<file path="src/rtl/ready_latency_bridge.sv">
module ready_latency_bridge #(
  parameter int DATA_W  = 16,
  parameter int LAT     = 2,
  parameter bit UP_ZERO = 1'b1,
  parameter int DEPTH   = LAT + 3
) (
  input  logic              clk,
  input  logic              rst,
  input  logic              in_valid,
  input  logic [DATA_W-1:0] in_data,
  input  logic              in_sop,
  input  logic              in_eop,
  output logic              in_ready,
  output logic              out_valid,
  output logic [DATA_W-1:0] out_data,
  output logic              out_sop,
  output logic              out_eop,
  input  logic              out_ready
);
  localparam int LU = UP_ZERO ? 0 : LAT;
  localparam int LD = UP_ZERO ? LAT : 0;
  localparam int AW = (DEPTH > 1) ? $clog2(DEPTH) : 1;
  localparam int CW = $clog2(DEPTH + 1);
  localparam int W  = DATA_W + 2;

  logic [W-1:0]  mem [DEPTH];
  logic [AW-1:0] wptr, rptr;
  logic [CW-1:0] count;
  logic          up_slot, pull, wr, rd, ready_next;
  int            pend, cnt_next;

  generate
    if (LU == 0) begin : g_up0
      assign up_slot = in_ready;
      assign pend    = 0;
    end else begin : g_upn
      logic [LU:1] upipe;
      always_ff @(posedge clk) begin
        if (rst) upipe <= '0;
        else begin
          upipe[1] <= in_ready;
          for (int k = 2; k <= LU; k++) upipe[k] <= upipe[k-1];
        end
      end
      assign up_slot = upipe[LU];
      assign pend    = $countones(upipe) - int'(upipe[LU]) + int'(in_ready);
      AST_UP_SLOT: assert property (@(posedge clk) disable iff (rst)
        in_valid |-> upipe[LU]);
    end

    if (LD == 0) begin : g_dn0
      assign pull = !out_valid || out_ready;
      AST_HOLD: assert property (@(posedge clk) disable iff (rst)
        out_valid && !out_ready |=> out_valid && $stable(out_data)
          && $stable(out_sop) && $stable(out_eop));
    end else begin : g_dnn
      logic [LD:1] dpipe;
      always_ff @(posedge clk) begin
        if (rst) dpipe <= '0;
        else begin
          dpipe[1] <= out_ready;
          for (int k = 2; k <= LD; k++) dpipe[k] <= dpipe[k-1];
        end
      end
      if (LD == 1) begin : g_l1
        assign pull = out_ready;
      end else begin : g_ln
        assign pull = dpipe[LD-1];
      end
      AST_DN_SLOT: assert property (@(posedge clk) disable iff (rst)
        out_valid |-> dpipe[LD]);
    end
  endgenerate

  assign wr = in_valid && up_slot;
  assign rd = pull && (count != '0);

  always_comb begin
    cnt_next   = int'(count) + (wr ? 1 : 0) - (rd ? 1 : 0);
    ready_next = (cnt_next + pend + 1) <= DEPTH;
  end

  always_ff @(posedge clk) begin
    if (wr) mem[wptr] <= {in_sop, in_eop, in_data};
  end

  always_ff @(posedge clk) begin
    if (rst) begin
      wptr      <= '0;
      rptr      <= '0;
      count     <= '0;
      in_ready  <= 1'b0;
      out_valid <= 1'b0;
    end else begin
      in_ready <= ready_next;
      count    <= CW'(cnt_next);
      if (wr) wptr <= (wptr == AW'(DEPTH - 1)) ? '0 : wptr + 1'b1;
      if (rd) rptr <= (rptr == AW'(DEPTH - 1)) ? '0 : rptr + 1'b1;
      if (pull) begin
        out_valid <= rd;
        if (rd) {out_sop, out_eop, out_data} <= mem[rptr];
      end else if (LD > 0) begin
        out_valid <= 1'b0;
      end
    end
  end

  AST_NO_OVERFLOW: assert property (@(posedge clk) disable iff (rst)
    wr |-> int'(count) < DEPTH);
  AST_NO_UNDERFLOW: assert property (@(posedge clk) disable iff (rst)
    out_valid && !$past(out_valid) |-> $past(count) != '0);
  AST_RESET_CLEAR: assert property (@(posedge clk)
    rst |=> !out_valid && !in_ready && count == '0);
endmodule

</file>
<file path="config.mk">
export PLATFORM = sky130hd
export DESIGN_NAME = ready_latency_bridge
export DESIGN_NICKNAME = d
export VERILOG_FILES = /design/src/rtl/ready_latency_bridge.sv
export SDC_FILE = /design/constraint.sdc
export NUM_CORES = 1
export LEC_CHECK = 0
export ABC_AREA = 1
export BUFFER_PORTS_ARGS = -buffer_cell sky130_fd_sc_hd__buf_2
export CORE_UTILIZATION = 34
export DETAILED_ROUTE_END_ITERATION = 8
export PLACE_DENSITY = 0.57
export SLEW_MARGIN = 20
export SYNTH_ARGS = -nofsm -noshare
export SYNTH_HDL_FRONTEND = slang
export SYNTH_SLANG_ARGS = --single-unit
</file>
<file path="constraint.sdc">
create_clock -name clk -period 2.5 [get_ports clk]
set_input_delay 0.5 -clock clk [delete_from_list [all_inputs] [get_ports clk]]
set_output_delay 0.5 -clock clk [all_outputs]
set_load 0.01 [all_outputs]
</file>
Word-level counts from Yosys, hierarchy flattened
Memory sizes are Yosys's and may differ from the RTL's. A register that Yosys moved wholly into a read port is not among the register bits.
Cells that the tools add are included.
W data, S select, Z words.
{ "totals": {"reg_bits": 12, "ram_bits": 90, "in_bits": 22, "output_inout_bits": 20, "elab_cells": 28, "memories": 1} }
{ "memory_table": {"columns": ["name", "depth", "word_bits", "rd", "rd_clocked_by_memory_dff", "wr", "line_no", "text"], "rows": [
  ["mem", 5, 18, 1, 1, 1, "26", "logic [W-1:0] mem [DEPTH];"]
]} }
{ "classes": {"addsub": 5, "magnitude_cmp": 1, "eq_ne": 2, "n_mux": 6, "n_bitwise": 2, "reduce_logical": 5} }
{ "op_table": {"columns": ["operator", "count"], "rows": [
  ["$add A3 B1 Y3 const B", 2],
  ["$add A5 B2 Y6 const B", 1],
  ["$eq A3 B3 Y1 const B", 2],
  ["$le A6 B4 Y1 const B", 1],
  ["$mux W3", 2],
  ["$sub A4 B1 Y5", 1],
  ["$add A3 B1 Y4", 1],
  ["$mux W1", 4],
  ["$reduce_and A3 Y1", 1],
  ["$reduce_bool A3 Y1", 1],
  ["$logic_and A1 B1 Y1", 2],
  ["$not A1 Y1", 2],
  ["$reduce_or A2 Y1", 1]
]} }

Depth between registers and ports, before layout
Gate-level depths: netlist of the first run.
{ "logic_depth": {"ltp_word": 6, "depth_mapped": 14, "ltp_nobuf": 14} }

Least setup slack after synthesis of the first run
No wires, ideal clock.
{ "synth_path": {"kind": "in2reg", "startpoint": "input port in_valid", "endpoint": "memory mem[4][0] (netlist name) (enable)", "setup_ps": 416, "arrival_ps": 2059, "required_ps": 2084, "setup_slack_ps": 25, "stages": 4, "path_buffers": 0, "cell_sequence": "nand2_1 -> inv_1 -> nand2_1 -> nor3_1"} }
{ "synth_between": {"elab_chain_cells": 3} }
{ "synth_lines": {"columns": ["item", "line_no", "text"], "rows": [
  ["start: declaration", "9", "input logic in_valid,"],
  ["$logic_and A1 B1 Y1", "75", "assign wr = in_valid && up_slot;"],
  ["$mux W1", "84", "if (wr) mem[wptr] <= {in_sop, in_eop, in_data};"],
  ["$mux W1 (implied by the code)", "84", null],
  ["end: declaration", "26", null]
]} }
Every way passes these cells.

Worst setup path after layout of the first run
{ "layout_path": {"startpoint": "register count[2]", "endpoint": "register in_ready"} }
{ "layout_between": {"elab_chain_cells": 6, "word_cells_on_any_way": 7, "cone_classes": "3 x add/sub; 1 x order compare; 1 x mux; 2 x reduce/logical"} }
{ "layout_lines": {"columns": ["item", "line_no", "text"], "rows": [
  ["start: declaration", "28", "logic [CW-1:0] count;"],
  ["start signal: assignment", "96", "count <= CW'(cnt_next);"],
  ["branches (longest 3 deep; another with $add A3 B1 Y4)", null, null],
  ["$sub A4 B1 Y5 *", "79", "cnt_next = int'(count) + (wr ? 1 : 0) - (rd ? 1 : 0);"],
  ["$add A5 B2 Y6 *", "80", "ready_next = (cnt_next + pend + 1) <= DEPTH;"],
  ["$le A6 B4 Y1 *", "80", null],
  ["end signal: assignment", "95", "in_ready <= ready_next;"],
  ["end: declaration", "13", "output logic in_ready,"]
]} }
Mark *: on every way between the ends.
A chain may end at the register's enable or synchronous reset.

==> results of run 1 <==
layout by cell type, fill, tap and decap left out, types with 2 or more instances in the layout:
master / instances
a21oi_1: 7
a31oi_1: 18
buf_2: 41
buf_4: 15
bufinv_16: 2
clkbuf_16: 17
clkinv_1: 2
clkinv_4: 3
clkinvlp_4: 3
dfxtp_1: 12
edfxtp_1: 108
ha_1: 9
inv_1: 14
inv_2: 3
inv_6: 2
nand2_1: 21
nor2_1: 103
o21ai_0: 26
o21ai_1: 17
tightest hold or removal path: stages:
cell    delay, ns
buf_2        0.07
inv_1        0.03
nor2_1       0.07
metrics by stage:
stage               total power [uW]    util  std cells  instance area, sq um  worst slack, ns
floorplan                       3077       -        361                  4652          0.02525
global placement                3301  0.3827        577                  5089           0.3399
detailed placement              3318  0.3827        577                  5089           0.3161
CTS                             5674  0.4263        609                  5668           0.3065
global route                    5889  0.4263        609                  5668          0.05028
finish                          5618  0.4263        609                  5668           0.2914
cells in the mapped netlist:
library cell / count / area share
buf_2: 5 / 0.0054
clkbuf_1: 4 / 0.0032
a31oi_1: 18 / 0.024
inv_2: 3 / 0.0024
clkbuf_2: 1 / 0.0011
dfxtp_1: 12 / 0.052
a211oi_1: 1 / 0.0016
nand3_1: 1 / 0.0011
edfxtp_1: 108 / 0.70
o21ai_1: 17 / 0.018
nand2_1: 21 / 0.017
buf_4: 1 / 0.0016
a21oi_1: 7 / 0.0075
o21ai_0: 26 / 0.028
nor3_1: 2 / 0.0022
xnor2_1: 1 / 0.0019
ha_1: 9 / 0.024
fa_1: 1 / 0.0043
buf_6: 5 / 0.012
nor2_1: 104 / 0.084
inv_1: 14 / 0.011
metal layers:
| layer | up-vias | part of all wire |
|---|---|---|
| met5 | - | 0 |
| met4 | 0 | 0.010 |
| met3 | 7 | 0.060 |
| met2 | 70 | 0.51 |
| met1 | 1346 | 0.42 |
| li1 | 1393 | - |
state kept, by name, summed over array words and instances, names as in the netlist:
signal / cells
out_data: 16
mem: 90
rptr: 3
g_dnn.dpipe: 1
in_ready: 1
out_sop: 1
out_valid: 1
count: 3
out_eop: 1
wptr: 3
final cells by class:
class / instances / area, sq um
Multi-Input combinational cell: 208 / 1003
Sequential cell: 120 / 3483
Tap cell: 176 / 220.2
Fill cell: 1220 / 7627
Clock inverter: 14 / 150.1
Clock buffer: 18 / 429.2
Inverter: 17 / 63.81
Timing Repair Buffer: 56 / 317.8
final timing paths:
check / startpoint / to / slack, ns / depth (start not counted)
max: count[2] / in_ready / 0.29 / 12
min: out_ready / g_dnn.dpipe[1] / 0.30 / 3
max reg2reg: count[2] / in_ready / 0.29 / 12
min reg2reg: wptr[0] / wptr[0] / 0.55 / 2
power groups by stage:
| stage | logic, uW | registers [uW] | clock network, uW |
|---|---|---|---|
| floorplan | 603 | 2470 | 0 |
| global placement | 846 | 2460 | 0 |
| detailed placement | 859 | 2460 | 0 |
| CTS | 872 | 2420 | 2380 |
| global route | 984 | 2430 | 2470 |
| finish | 851 | 2420 | 2350 |
cells by family (layout without fill, tap and decap cells):
family / count (synthesis) / count (layout) / synth area share
AND/OR/NAND/NOR: 128 / 128 / 0.1041
flip-flops: 120 / 120 / 0.7488
AO/OA/AOI/OAI: 69 / 69 / 0.07961
buffers and inverters: 33 / 105 / 0.03711
adder cells (fa/ha/maj): 10 / 10 / 0.02851
XOR/XNOR: 1 / 1 / 0.001883
==> run metrics, run 1 <==
outcome completed; Area Overhead vs Synth 21.84%; Synth cell types 21; Worst VDD drop between 400 and 500 uV; CTS buffer count 17; Vias approximately 2.8k; Buf+Inv Stages, Crit Path 2; # hold bufs at CTS 0; Crit path max-delay family adder cells; Worst path max stage delay 0.40 ns; Post-route DRC 0; vias in the first global route 2,748; clk slew on worst S/H paths about 0.060 ns; sequential share of the synthesized area 0.7488; post-synthesis area per instance 12.89 sq um; met2 usage 0.2277; WL per Instance 14.90 microns; H-tree levels 4; met3 Track Usage GR 0.04933; row count 42; Yosys warning count 0; total die area about 14,000 sq um; Total GRT Usage 0.1407; initial antenna violation count 0; layout cell share with drive strength beyond 1 0.2079; Worst EP required 2.79 ns; RSZ-0062 raised after global routing no; fin crit share 0.8834; CP Capture Type register; setup TNS 0 ns; Routed WL 9.077 mm; DIE WIDTH around 120 microns; Die Y between 100 and 150 microns; CTS tree yes; clock root cell clkbuf_16; post-route minimum period 2.209 ns; Initial Util 0.3499; Flop pwr share 0.430; clock tree buffer depth 2; Sw Ratio 0.2621; Most Frequent Cell on Critical Path nand2_1; max-cap viol count 0; Worst-Skew Late Latency 0.41 ns; Post-Syn Nets roughly 390; largest net degree at the start of global routing 39; DR pass1 iterations 4; Final nets 452; post-route ant nets 0; crit path cell chain inv_1 > nand2_1 > nand2_1 > inv_1 > nand2_1 > nand2_1 > ha_1 > fa_1 > xnor2_1 > o21ai_0 > nand2_1 > a21oi_1; GRT busiest layer met2; CP Launch Type register; Logic pwr share 0.151; CP max stage cell fa_1; Post-CTS Setup Inserts 0; vias per cell approximately 4.6; gp weighted congestion 0.7237; core area roughly 13,000 sq um; Final Max Tran Viols 0; Hold Crit Class in -> reg; FMAX 0.4528 GHz; drt first-iter violations 157; Sw Pwr approximately 1500 uW; FF+latch count, synth 120; total grt overflow 0; Slew @ Worst Pin 0.6617 ns; Critical Path Fanout Max 9; clock power share 0.418; I/O pins 42; Post-Syn Instances 361; WS Path Type reg -> reg; Post-DP HPWL 5.433 mm; Power Density 991.2 nW/um^2; n_diodes 0; internal power around 4100 uW; Worst slew margin 0.5582; hold_ws 0.3002 ns; Synth Cell Area 4652 sq um; final hold vios 0; crit path DAT 2.50 ns; Max Clock Skew 0.009926 ns; clock sinks 120; Leak Pwr 0.002078 uW; final setup vio count 0; IO Port Bufs 41; GRT met1 Usage 0.1742; first-pass GRT wire length around 15 mm; post-CTS sizing 0
(Power assumes the default switching activity.)
==> run 2: changes to the inputs <==
==> constraint.sdc (replaced) <==
create_clock -name clk -period 1.97 [get_ports clk]
set_input_delay 0.394 -clock clk [delete_from_list [all_inputs] [get_ports clk]]
set_output_delay 0.394 -clock clk [all_outputs]
set_load 0.01 [all_outputs]
==> run metrics, run 2 (synthesis results as in run 1) <==
DIE WIDTH 119.0 microns; clock sinks 120; Post-CTS Setup Inserts 0; M1 wire length 3.948 mm; WS Path Type reg -> reg; Top reg by flops mem; most frequent cells in the layout edfxtp_1 (108), nor2_1 (103), buf_2 (41); CP Capture Type register; largest net degree at the start of global routing 39; gp weighted congestion 0.7140; WL per Instance 14.84 microns; hold_ws 0.2100 ns; Worst slew margin 0.5676; first-pass GRT wire length about 14 mm; clk slew on worst S/H paths 0.05 ns; Worst-Skew Late Latency just over 0.4 ns; worst r2r src count[1]; Max Clock Skew 0.007753 ns; met3 routed WL ~540 microns; CTS tree yes; post-route ant nets 0; Non-Filler Instances around 600; Post-route DRC 0; core area ~13,000 sq um; highest metal used met4; clock root cell clkbuf_16; Routed WL a little over 9 mm; Worst VDD drop 575.9 uV; clock tree buffer depth 2; final setup vio count 0; I/O pins 42; max-cap viol count 0; RR Endpoint in_ready; fillers 1,216; vias in the first global route 2,794; wire length on met2 4.412 mm; final hold vios 0; post-route minimum period 1.856 ns; vias per cell 4.589; initial antenna violation count 1; drt first-iter violations 110; outcome completed; # hold bufs at CTS 0; fin util 0.4378; Leak Pwr about 0.0021 uW; Slew @ Worst Pin 0.6476 ns; row count 42; CTS buffer count 17; most common cell after layout, fill and taps aside edfxtp_1; crit path DAT approximately 2.2 ns; Final Max Tran Viols 0; total die area around 14,000 sq um; Post-DP HPWL 5.297 mm; post-CTS sizing 0; layout cell share with drive strength beyond 1 0.2120; R2R setup slack around 0.11 ns; Vias 2,804; FMAX 0.5388 GHz; r2r worst-path depth 12; H-tree levels 4; placed instance count around 580; Die Y 119.0 microns; Worst EP required between 2 and 2.5 ns; FF+latch area 3483 sq um; Setup crit start count[1]; total grt overflow 0; Power Density 1291 nW/um^2; fin crit share 0.9421; area taken by multi-input logic gates 1016 sq um; Final nets 453; DR pass1 iterations 4; CP endpoint in_ready; Initial Util 0.3499; Total GRT Usage 0.1392; CP Launch Type register; Area Overhead vs Synth 25.12%; Critical Path Fanout Max 4; max FFs per register 90; Hold Crit Class in -> reg; IO Port Bufs 41
## run 2: area by class of cell
class | count | area share
antenna | 1 | 0.0004299
clock buffer | 19 | 0.07438
clock inverter | 13 | 0.03461
inverter | 17 | 0.01096
multi-input combinational | 208 | 0.1745
sequential | 120 | 0.5985
tap | 176 | 0.03783
timing repair buffer | 57 | 0.06879
## run 2: metrics by stage
| stage | instance area, sq um | total power [uW] | setup slack (ns) | setup TNS [ns] |
|---|---|---|---|---|
| 2_1_floorplan | 4659 | 3911 | 0.04928 | 0 |
| 3_3_place_gp | 5174 | 4216 | 0.06920 | 0 |
| 3_5_place_dp | 5174 | 4253 | 0.04503 | 0 |
| 4_1_cts | 5808 | 7561 | 0.04727 | 0 |
| 5_1_grt | 5818 | 7873 | -0.02839 | -0.02839 |
| 6_report | 5821 | 7513 | 0.1141 | 0 |
## run 2: per-layer routing
metal / vias up / global-route usage
met5: - / 0
met4: 0 / 0.07199
met3: 14 / 0.04502
met2: 73 / 0.2273
met1: 1321 / 0.1640
li1: 1396 / -
## run 2: report_power, final
| group | internal (uW) | switching (uW) |
|---|---|---|
| registers | 3010 | 68.2 |
| logic | 438 | 706 |
| clock network | 2230 | 1050 |
| total | 5690 | 1830 |
## run 2: how the worst min path moves through the flow
stage / from / endpoint / slack (ns) / depth (start not counted)
2_1_floorplan: in_data[0] / mem[0][0] / 0.49 / 0
3_3_place_gp: g_dnn.dpipe[1] / out_valid / 0.47 / 2
3_5_place_dp: g_dnn.dpipe[1] / out_valid / 0.48 / 2
4_1_cts: in_data[7] / mem[4][7] / 0.19 / 1
5_1_grt: in_data[9] / mem[4][9] / 0.21 / 1
6_report: in_eop / mem[1][16] / 0.21 / 1
## run 2: worst max-delay path, stage by stage (launching register included)
cell,delay (ns)
dfxtp_1,0.32
nor2_1,0.11
nand2_1,0.07
nand2_2,0.09
inv_1,0.06
nand2_1,0.07
nand2_1,0.06
ha_1,0.20
fa_2,0.38
xnor2_2,0.16
o21ai_0,0.11
nand2_1,0.07
a21oi_1,0.05
